==> src/rtl/bus_eff_monitor.sv <==
module bus_eff_monitor #(
  parameter int ID_W  = 2,
  parameter int CNT_W = 32,
  parameter int LAT_W = 16
) (
  input  logic            clk,
  input  logic            rst_n,
  input  logic            awvalid,
  input  logic            awready,
  input  logic            wvalid,
  input  logic            wready,
  input  logic            arvalid,
  input  logic            arready,
  input  logic [ID_W-1:0] arid,
  input  logic            rvalid,
  input  logic            rready,
  input  logic [ID_W-1:0] rid,
  input  logic            rlast,
  input  logic            traffic_done,
  input  logic [2:0]      sel,
  output logic [31:0]     result,
  output logic            done
);
  localparam int N_ID = 1 << ID_W;
  localparam logic [CNT_W-1:0] CMAX = {CNT_W{1'b1}};

  logic [CNT_W-1:0] wr_cnt, rd_cnt, act_cnt;
  logic [LAT_W-1:0] now, hold_ts, min_lat, max_lat;
  logic [LAT_W-1:0] start_ts [N_ID];
  logic [N_ID-1:0]  busy;
  logic             ar_hold, started, done_q;

  wire w_hs  = wvalid & wready;
  wire r_hs  = rvalid & rready;
  wire r_end = r_hs & rlast;
  wire ar_hs = arvalid & arready;
  wire aw_unused = awready;

  wire [LAT_W-1:0] ar_ts  = ar_hold ? hold_ts : now;
  wire [LAT_W-1:0] lat    = now - start_ts[rid];
  wire [N_ID-1:0]  ar_bit = ar_hs ? (N_ID'(1) << arid) : '0;
  wire [N_ID-1:0]  r_bit  = r_end ? (N_ID'(1) << rid) : '0;
  wire [N_ID-1:0]  busy_nxt = (busy | ar_bit) & ~r_bit;
  wire             run = (started | awvalid | arvalid) & ~done_q;

  always_ff @(posedge clk) begin
    if (!rst_n) begin
      wr_cnt  <= '0;
      rd_cnt  <= '0;
      act_cnt <= '0;
      now     <= '0;
      hold_ts <= '0;
      ar_hold <= 1'b0;
      started <= 1'b0;
      done_q  <= 1'b0;
      busy    <= '0;
      min_lat <= '1;
      max_lat <= '0;
      for (int i = 0; i < N_ID; i++) start_ts[i] <= '0;
    end else begin
      now <= now + 1'b1;
      if (w_hs && wr_cnt != CMAX) wr_cnt <= wr_cnt + 1'b1;
      if (r_hs && rd_cnt != CMAX) rd_cnt <= rd_cnt + 1'b1;
      if (run && act_cnt != CMAX) act_cnt <= act_cnt + 1'b1;
      if (awvalid | arvalid) started <= 1'b1;

      if (arvalid && !arready && !ar_hold) begin
        ar_hold <= 1'b1;
        hold_ts <= now;
      end else if (ar_hs) begin
        ar_hold <= 1'b0;
      end
      if (ar_hs) start_ts[arid] <= ar_ts;

      busy <= busy_nxt;
      if (r_end) begin
        if (lat < min_lat) min_lat <= lat;
        if (lat > max_lat) max_lat <= lat;
      end
      if (traffic_done && !arvalid && busy_nxt == '0) done_q <= 1'b1;
    end
  end

  always_comb begin
    case (sel)
      3'b000:  result = 32'(wr_cnt);
      3'b001:  result = 32'(rd_cnt);
      3'b010:  result = 32'(act_cnt);
      3'b100:  result = 32'(min_lat);
      3'b101:  result = 32'(max_lat);
      default: result = 32'd0;
    endcase
  end

  assign done = done_q;

  assert_wr_idle_R1: assert property (@(posedge clk) disable iff (!rst_n)
    !(wvalid && wready) |=> $stable(wr_cnt));
  assert_rd_idle_R2: assert property (@(posedge clk) disable iff (!rst_n)
    !(rvalid && rready) |=> $stable(rd_cnt));
  assert_active_frozen_R3: assert property (@(posedge clk) disable iff (!rst_n)
    done_q |=> $stable(act_cnt));
  assert_resp_tracked_R4: assert property (@(posedge clk) disable iff (!rst_n)
    (rvalid && rready && rlast) |-> busy[rid]);
  assert_min_le_max_R5: assert property (@(posedge clk) disable iff (!rst_n)
    (max_lat != '0) |-> (min_lat <= max_lat));
  assert_done_sticky_R7: assert property (@(posedge clk) disable iff (!rst_n)
    done_q |=> done_q);
  assert_no_wrap_R8: assert property (@(posedge clk) disable iff (!rst_n)
    (wr_cnt == CMAX) |=> (wr_cnt == CMAX));
endmodule

==> config.mk <==
export PLATFORM = sky130hd
export DESIGN_NAME = bus_eff_monitor
export DESIGN_NICKNAME = d
export VERILOG_FILES = /design/src/rtl/bus_eff_monitor.sv
export SDC_FILE = /design/constraint.sdc
export NUM_CORES = 1
export LEC_CHECK = 0
export BUFFER_PORTS_ARGS = -buffer_cell sky130_fd_sc_hd__buf_4
export CAP_MARGIN = 10
export CORE_MARGIN = 3
export CORE_UTILIZATION = 23
export DETAILED_ROUTE_END_ITERATION = 6
export PLACE_DENSITY = 0.43
export REMOVE_ABC_BUFFERS = 1
export SYNTH_ARGS = -nofsm -noshare
export SYNTH_HDL_FRONTEND = slang
export SYNTH_SLANG_ARGS = --single-unit
==> constraint.sdc <==
create_clock -name clk -period 8.1 [get_ports clk]
set_input_delay 2.025 -clock clk [delete_from_list [all_inputs] [get_ports clk]]
set_output_delay 2.025 -clock clk [all_outputs]
set_load 0.02 [all_outputs]
After elaboration in Yosys (flattened, before gate mapping)
Memory sizes are Yosys's and may differ from the RTL's. Index checks and enable logic that the tools add are counted. W data, S select, Z words.

Output and inout bits: 33. Memories kept: 1. Logic and storage cells: 69. Memory bits (writable): 64. Register bits: 167. Input bits: 19.

Memories: start_ts (words 4, width 16, read ports 1, clocked after Yosys merged registers in 0, wr ports 4, RTL line 29) `logic [LAT_W-1:0] start_ts [N_ID];`.

Bitwise gates (word level): 12. Eq/ne operators: 7. Reduce and logical (&&, ||, !) cells: 16. Add/sub/neg operators: 5. Multiplexer cells: 13. Shift operators: 2. Order comparisons: 2.

Operators by type and width (count): $pmux W32 S5 (1); $add A32 B1 Y32 const B (3); $ne A32 B32 Y1 const B (3); $mux W16 (2); $add A16 B1 Y16 const B (1); $gt A16 B16 Y1 (1); $lt A16 B16 Y1 (1); $reduce_or A16 Y1 (1); $sub A16 B16 Y16 (1); $mux W4 (2); $shl A1 B2 Y4 const A (2); $logic_and A1 B1 Y1 (7); $mux W1 (7); $eq A3 B3 Y1 const B (2); $and A1 B1 Y1 (5); $and A4 B4 Y4 (1); $logic_not A4 Y1 (1); $not A4 Y4 (1); $or A4 B4 Y4 (1); $reduce_and A2 Y1 (2); $eq A3 B1 Y1 const B (1); $eq A3 B2 Y1 const B (1); $logic_not A1 Y1 (3); $logic_not A3 Y1 (1); 4 further kinds (6).

Logic depth before layout (Yosys ltp)
Gate-level depths: netlist of the first run.

Word-level depth: 7. Mapped depth: 20. Mapped depth without buffers: 16.

Worst setup path after synthesis of the first run
OpenSTA, ideal clock, no wires.

Path kind: input port to flip-flop. Start: in rid[0]. End: reg max_lat[14]. Slack: 1.415 ns. Setup time: 0.092 ns. Stages on the path: 18. Arrival time: 6.592 ns. Cells stage by stage: buf_2 buf_1 mux4_2 ha_1 nor2b_1 o2111ai_1 a211oi_1 nor2_1 a211oi_1 nor2_1 ha_1 nand4_1 nor4_1 a21bo_2 a31oi_1 buf_2 nand2_1 o32ai_1.

Cells in the longest elaborated chain, start to end: 4.

Ends and longest elaborated chain: start: declaration (RTL line 17) `input logic [ID_W-1:0] rid,`; $mem_v2 Z4 W16; $sub A16 B16 Y16 (RTL line 40) `wire [LAT_W-1:0] lat = now - start_ts[rid];`; via lat[15] (RTL line 40); $gt A16 B16 Y1 (RTL line 78) `if (lat > max_lat) max_lat <= lat;`; $reduce_and A2 Y1 (no line); end signal: assignment (RTL line 78); end: declaration (RTL line 28) `logic [LAT_W-1:0] now, hold_ts, min_lat, max_lat;`.

The timed path passes the listed nets, and every way through them passes these cells. A chain may end at the register's enable or synchronous reset.

Worst setup path after layout of the first run
Start: in rid[0]. End: reg max_lat[2].

The elaborated chain is that of the path after synthesis.

==> metrics.txt, run 1 <==
status=finished, final reports clean; clk slew on worst S/H paths=0.06 ns; HPWL Detailed=25200 µm; # resized after CTS=0; core area=about 54000 µm²; Synth Cell Area=between 10000 and 15000 µm²; startpoint types=input port; DRC Markers=0; flop and latch count out of synthesis=231; Rel. slew slack=21.6%; share of cells above drive strength 1=10.6%; WP data arrival=just under 7 ns; share of the synthesized area in the top cell type=approximately a quarter; Clk pwr share=41.3%; post-synth cell types=63; Psw=around 700 µW; post-CTS setup buffers=0; 1st-iter DRT viols=roughly 650; fin area=14400 µm²; reg2reg end=max_lat[2]; reg2reg start=start_ts[3][1]; port bufs=50; dominant cell type by area after synthesis=dfxtp_1; Final Skew=between 0.006 and 0.007 ns; Die Span X=240 µm; Hold Slack=between 0.4 and 0.5 ns; setup TNS=0 ns; Flop pwr share=between 40% and 50%; final non-filler cell total=2145; starting density of the core=23.4%; Mapped Cells=1412; R2R depth=17; GP Congestion=0.776; vias in the first global route=approximately 9.6k; Synth area leaders=dfxtp_1, edfxtp_1, nor2_1; DR vias/cell=4.62; CTS tree=done; Final min period=between 6 and 7 ns; Antenna Cells=0; Detail Route Antenna Nets=0; WP data required=~8.5 ns; Final Setup Violations=0; Leakage=0.00547 µW; later-pin clock latency in the skew report=0.54 ns; max-slew violations=0; CTS root buffer=clkbuf_16; GRT Residual Overflow=0; hold endpoint=hold_ts[13]; CP Buf/Inv Count=4; Sink Count=231; syn_area_per_cell=8.94 µm²; warnings from Yosys=0; Hold WC Path Type=reg2reg; Post-synth ARST share=0%; crit-path cells=buf_4, mux4_2, inv_1, ha_1, nor2b_1, o2111ai_1, a211oi_1, nor3_1, nor3_1, inv_1, ha_1, nand4_1, nor4_1, a21bo_2, a31oi_2, buf_4, mux2i_1, nor2_1; VDD IR max=0.113 mV; die area=57700 µm²; switching share of total power=26.5%; Core Rows=85; Internal Power=1940 µW; CTS Buffer Depth=3; TritonRoute pass-1 iters=5; area growth from synthesis to layout=14.2%; Fin. Hold Viols=0; CP Max Fanout=19; Max Cap Viol=0; slew at the pin closest to its max-slew limit=1.17 ns; period utilization=79.5%; Top Family by Delay on Critical Path=simple AND/OR/NAND/NOR gates; reg2reg setup slack=approximately 3.2 ns; maximum clock rate=about 160 MHz; Die Height=240 µm; Hold Path Stages=2; num ports=52; Critical Path End Type=register; Final Routed Wirelength=35600 µm; worst min-delay path startpoint=hold_ts[13]; GRT Util Overall=12.2%; critical path class=in2reg; slowest cell on the critical path=a211oi_1; Combinational Power Share=11.9%; H-tree depth=1; vias=9917; ys flop type=dfxtp_1; antenna violations before repair=0; placed cell count=about 2.1k; largest net degree at the start of global routing=a little under 80; Max stage delay on crit path=0.59 ns; P per Cell Area=between 150 and 200 nW/µm²; cts bufs inserted=25; RSZ-0062 raised after global routing=false; DR WL/cell=16.6 µm; EDFF count, synth=64; placed cell areas=13700 µm²; Nets=1500; Post-CTS Hold Buffers=0; global-route wire length before repair=around 56000 µm; post-synthesis sequential area ratio=between 40% and 50%
[synth_stat cells, types with 6 or more instances]
library cell	instances
nand4_1	36
mux4_2	31
nor3_1	17
dfxtp_1	167
xnor2_1	44
clkbuf_1	55
and2_1	18
a21o_1	6
nor2b_1	6
nand2_1	155
o211ai_1	6
nor2_1	200
o21ai_0	56
edfxtp_1	64
inv_1	95
ha_1	50
or3_1	23
nand3_1	54
and4_1	17
mux2i_1	36
buf_2	6
a211oi_1	9
mux2_2	13
nor4_1	8
and3_1	22
xor2_1	52
a21oi_1	83
[cells in the final DEF (no fill, tap or decap), drive strengths merged, types with 4 or more instances in the layout]
cell type	instances
nor3	18
and2	19
o21a	4
xor2	52
nor2	200
a21o	6
a31o	4
a211oi	9
clkbuf	40
and3	23
edfxtp	64
mux2	13
dfxtp	167
and4	21
o2111ai	5
ha	50
or3	23
nand2b	5
clkinv	4
a41oi	4
nor4	8
nor2b	6
nand3	54
or4	4
inv	97
o21ai	56
nand4	36
a31oi	5
mux4	32
nor3b	4
xnor2	44
a21oi	83
buf	60
o211ai	6
nand2	155
mux2i	36
[registers in the layout, summed over array words and instances, names as in the netlist]
name,cells
now,16
done,1
started,1
min_lat,16
hold_ts,16
start_ts,64
ar_hold,1
rd_cnt,32
wr_cnt,32
busy,4
max_lat,16
act_cnt,32
[cell families (layout without fill, tap and decap cells)]
kind of cell | count (synthesis) | count (layout) | share of synthesized area [%]
AO/OA/AOI/OAI | 202 | 202 | 9.50
XOR/XNOR | 96 | 96 | 6.66
adder cells (fa/ha/maj) | 51 | 51 | 5.11
buffers and inverters | 164 | 201 | 5.13
flip-flops | 231 | 231 | 41.7
multiplexers | 81 | 81 | 9.75
AND/OR/NAND/NOR | 587 | 587 | 22.1
[worst register-to-register path, delay by kind of cell (launching register included)]
kind | cells | cell delay, ns
AND/OR/NAND/NOR | 6 | 1.38
AO/OA/AOI/OAI | 4 | 1.28
multiplexers | 2 | 0.70
buffers and inverters | 3 | 0.55
adder cells (fa/ha/maj) | 2 | 0.44
flip-flops | 1 | 0.36
[power by group through the flow]
stage	clock, µW	combinational [µW]	sequential (µW)
2_1_floorplan	0	205	1260
3_3_place_gp	0	316	1260
3_5_place_dp	0	320	1260
4_1_cts	1140	321	1240
5_1_grt	1180	356	1240
6_report	1090	315	1240
[routing by layer]
layer	track usage (%)	up-vias	share of wire [%]
li1	-	4984	-
met1	16.3	4751	47
met2	21.0	132	48
met3	1.57	50	2.8
met4	2.79	0	2.4
met5	0	-	0
[worst max-delay path by stage]
stage | start | endpoint | slack (ns) | cells after the start
floorplan | rid[0] | max_lat[14] | 1.35 | 16
CTS | rid[0] | max_lat[2] | 1.63 | 18
global route | rid[0] | max_lat[2] | 1.34 | 18
detailed placement | rid[0] | max_lat[2] | 1.08 | 18
finish | rid[0] | max_lat[2] | 1.66 | 18
global placement | rid[0] | max_lat[2] | 1.06 | 18
[area by class of cell]
class | count | area, µm²
clock inverters | 6 | 32.5
repair buffers | 60 | 450
fillers | 5840 | 39600
well taps | 696 | 871
clock buffers | 40 | 722
flip-flops and latches | 231 | 5270
multi-input cells | 1017 | 6730
inverters | 95 | 359
[through the flow]
step                setup slack [ns]  util, %  total power, µW
CTS                             1.63     26.7             2700
floorplan                       1.35        -             1460
global route                    1.34     26.7             2780
global placement                1.06     25.3             1580
finish                          1.66     26.7             2650
detailed placement              1.08     25.3             1580
No activity file was read; power rests on OpenSTA's default activity.
==> run 2: changes to the inputs <==
- PLACE_DENSITY: 0.43 -> 0.44
- clock period: 8.1 -> 5.6 ns (I/O delays scaled with it)
==> metrics.txt, run 2 (same netlist as run 1, synthesis figures left out) <==
RSZ-0062 raised after global routing=false; global-route wire length before repair=56400 µm; slew at the pin closest to its max-slew limit=1.03 ns; placed cell areas=14300 µm²; Die Span X=around 240 µm; port bufs=50; cts bufs inserted=26; share of cells above drive strength 1=around 16%; core area=54000 µm²; area of the multi-input gates=6740 µm²; vias=10.3k; GP Congestion=0.785; Die Height=about 240 µm; Reg with most FFs=start_ts; max FFs per register=64; Fin. Hold Viols=0; status=finished, final reports clean; Leakage=0.00593 µW; die area=57700 µm²; largest net degree at the start of global routing=between 60 and 70; DRC Markers=0; TritonRoute pass-1 iters=4; Post-CTS Hold Buffers=0; Final Skew=just under 0.009 ns; most frequent cells in the layout=nor2_1, dfxtp_1, nand2_1; Nets=1587; starting density of the core=a little under a quarter; leading cell type in the layout, fill and taps excluded=nor2_1; VDD IR max=around 0.24 mV; fin area=15200 µm²; P per Cell Area=269 nW/µm²; area growth from synthesis to layout=20.3%; Sink Count=between 200 and 250; Core Rows=85; GRT Util Overall=12.3%; maximum clock rate=191 MHz; period utilization=between 90 and 100%; Final Setup Violations=0; Critical Path End Type=register; CTS tree=done; reg2reg setup slack=between 1 and 1.5 ns; Placement Setup Slack=-0.380 ns; Antenna Cells=0; DR WL/cell=16.2 µm; Detail Route Antenna Nets=0; CP Max Fanout=7; WP data arrival=5.70 ns; CTS root buffer=clkbuf_16; max-slew violations=0; Rel. slew slack=31.2%; WP data required=between 6 and 7 ns; critical path class=in2reg; CTS Buffer Depth=3; later-pin clock latency in the skew report=0.55 ns; HPWL Detailed=26500 µm; H-tree depth=1; 1st-iter DRT viols=~540; Max Cap Viol=0; Hold WC Path Type=reg2reg; num ports=52; antenna violations before repair=0; fin worst setup slack=0.359 ns; FILL cells=5803; Final Routed Wirelength=36200 µm; clk slew on worst S/H paths=0.06 ns; startpoint types=input port; Sequential Area=between 5000 and 6000 µm²; Final min period=5.24 ns; vias in the first global route=10.0k; DR vias/cell=about 4.6; GRT Residual Overflow=0
run 2: routing by layer:
metal	wire, µm	track usage, %
met2	17600	21.8
met5	0	0
met1	16500	15.9
met3	1220	1.88
met4	837	2.91
run 2: repair_timing:
item / 4_1_cts / 5_1_grt
setup endpoints to repair: 0 / 16
resized for setup: 0 / 2
hold endpoints to repair: 0 / 0
buffers inserted: 0 / 1
run 2: final timing paths:
kind              depth (start not counted)            from           to
setup / recovery                         21          rid[0]  max_lat[15]
hold / removal                            2      hold_ts[5]   hold_ts[5]
setup reg to reg                         19  start_ts[3][0]  max_lat[15]
hold reg to reg                           2      hold_ts[5]   hold_ts[5]
run 2: metrics by stage:
| stage | TNS [ns] | total power [µW] | hold WS, ns | util [%] | std cells |
|---|---|---|---|---|---|
| 6_report | 0 | 4080 | 0.453 | 28.1 | 2232 |
| 5_1_grt | 0 | 4280 | 0.479 | 28.1 | 2232 |
| 4_1_cts | 0 | 4150 | 0.455 | 28.1 | 2231 |
| 3_5_place_dp | -5.56 | 2360 | 0.446 | 26.5 | 2184 |
| 3_3_place_gp | -5.66 | 2350 | 0.439 | 26.5 | 2184 |
| 2_1_floorplan | -7.22 | 2110 | 0.433 | - | 1343 |
run 2: cell type report:
class                      instances  area share, %
tap                              696           5.73
clock inverter                     9          0.807
timing repair buffer             146           7.22
sequential                       231           34.7
clock buffer                      38           4.85
multi-input combinational       1017           44.4
inverter                          95           2.36
run 2: report_power, final:
group          total (µW)  switching, µW  internal [µW]
clock                1760            715           1050
sequential           1790           33.4           1760
combinational         526            295            231
run 2: worst max-delay path: stages:
cell	delay, ns
buf_4	0.18
buf_4	0.20
mux4_2	0.50
inv_1	0.11
ha_1	0.26
buf_4	0.14
a21oi_1	0.14
o21ai_0	0.20
buf_4	0.19
or3_1	0.33
nand2_1	0.11
inv_1	0.06
ha_1	0.30
nand4_1	0.15
nor4_2	0.30
buf_4	0.15
a21bo_2	0.22
a31oi_2	0.17
buf_4	0.19
nand2_1	0.13
o32ai_1	0.25
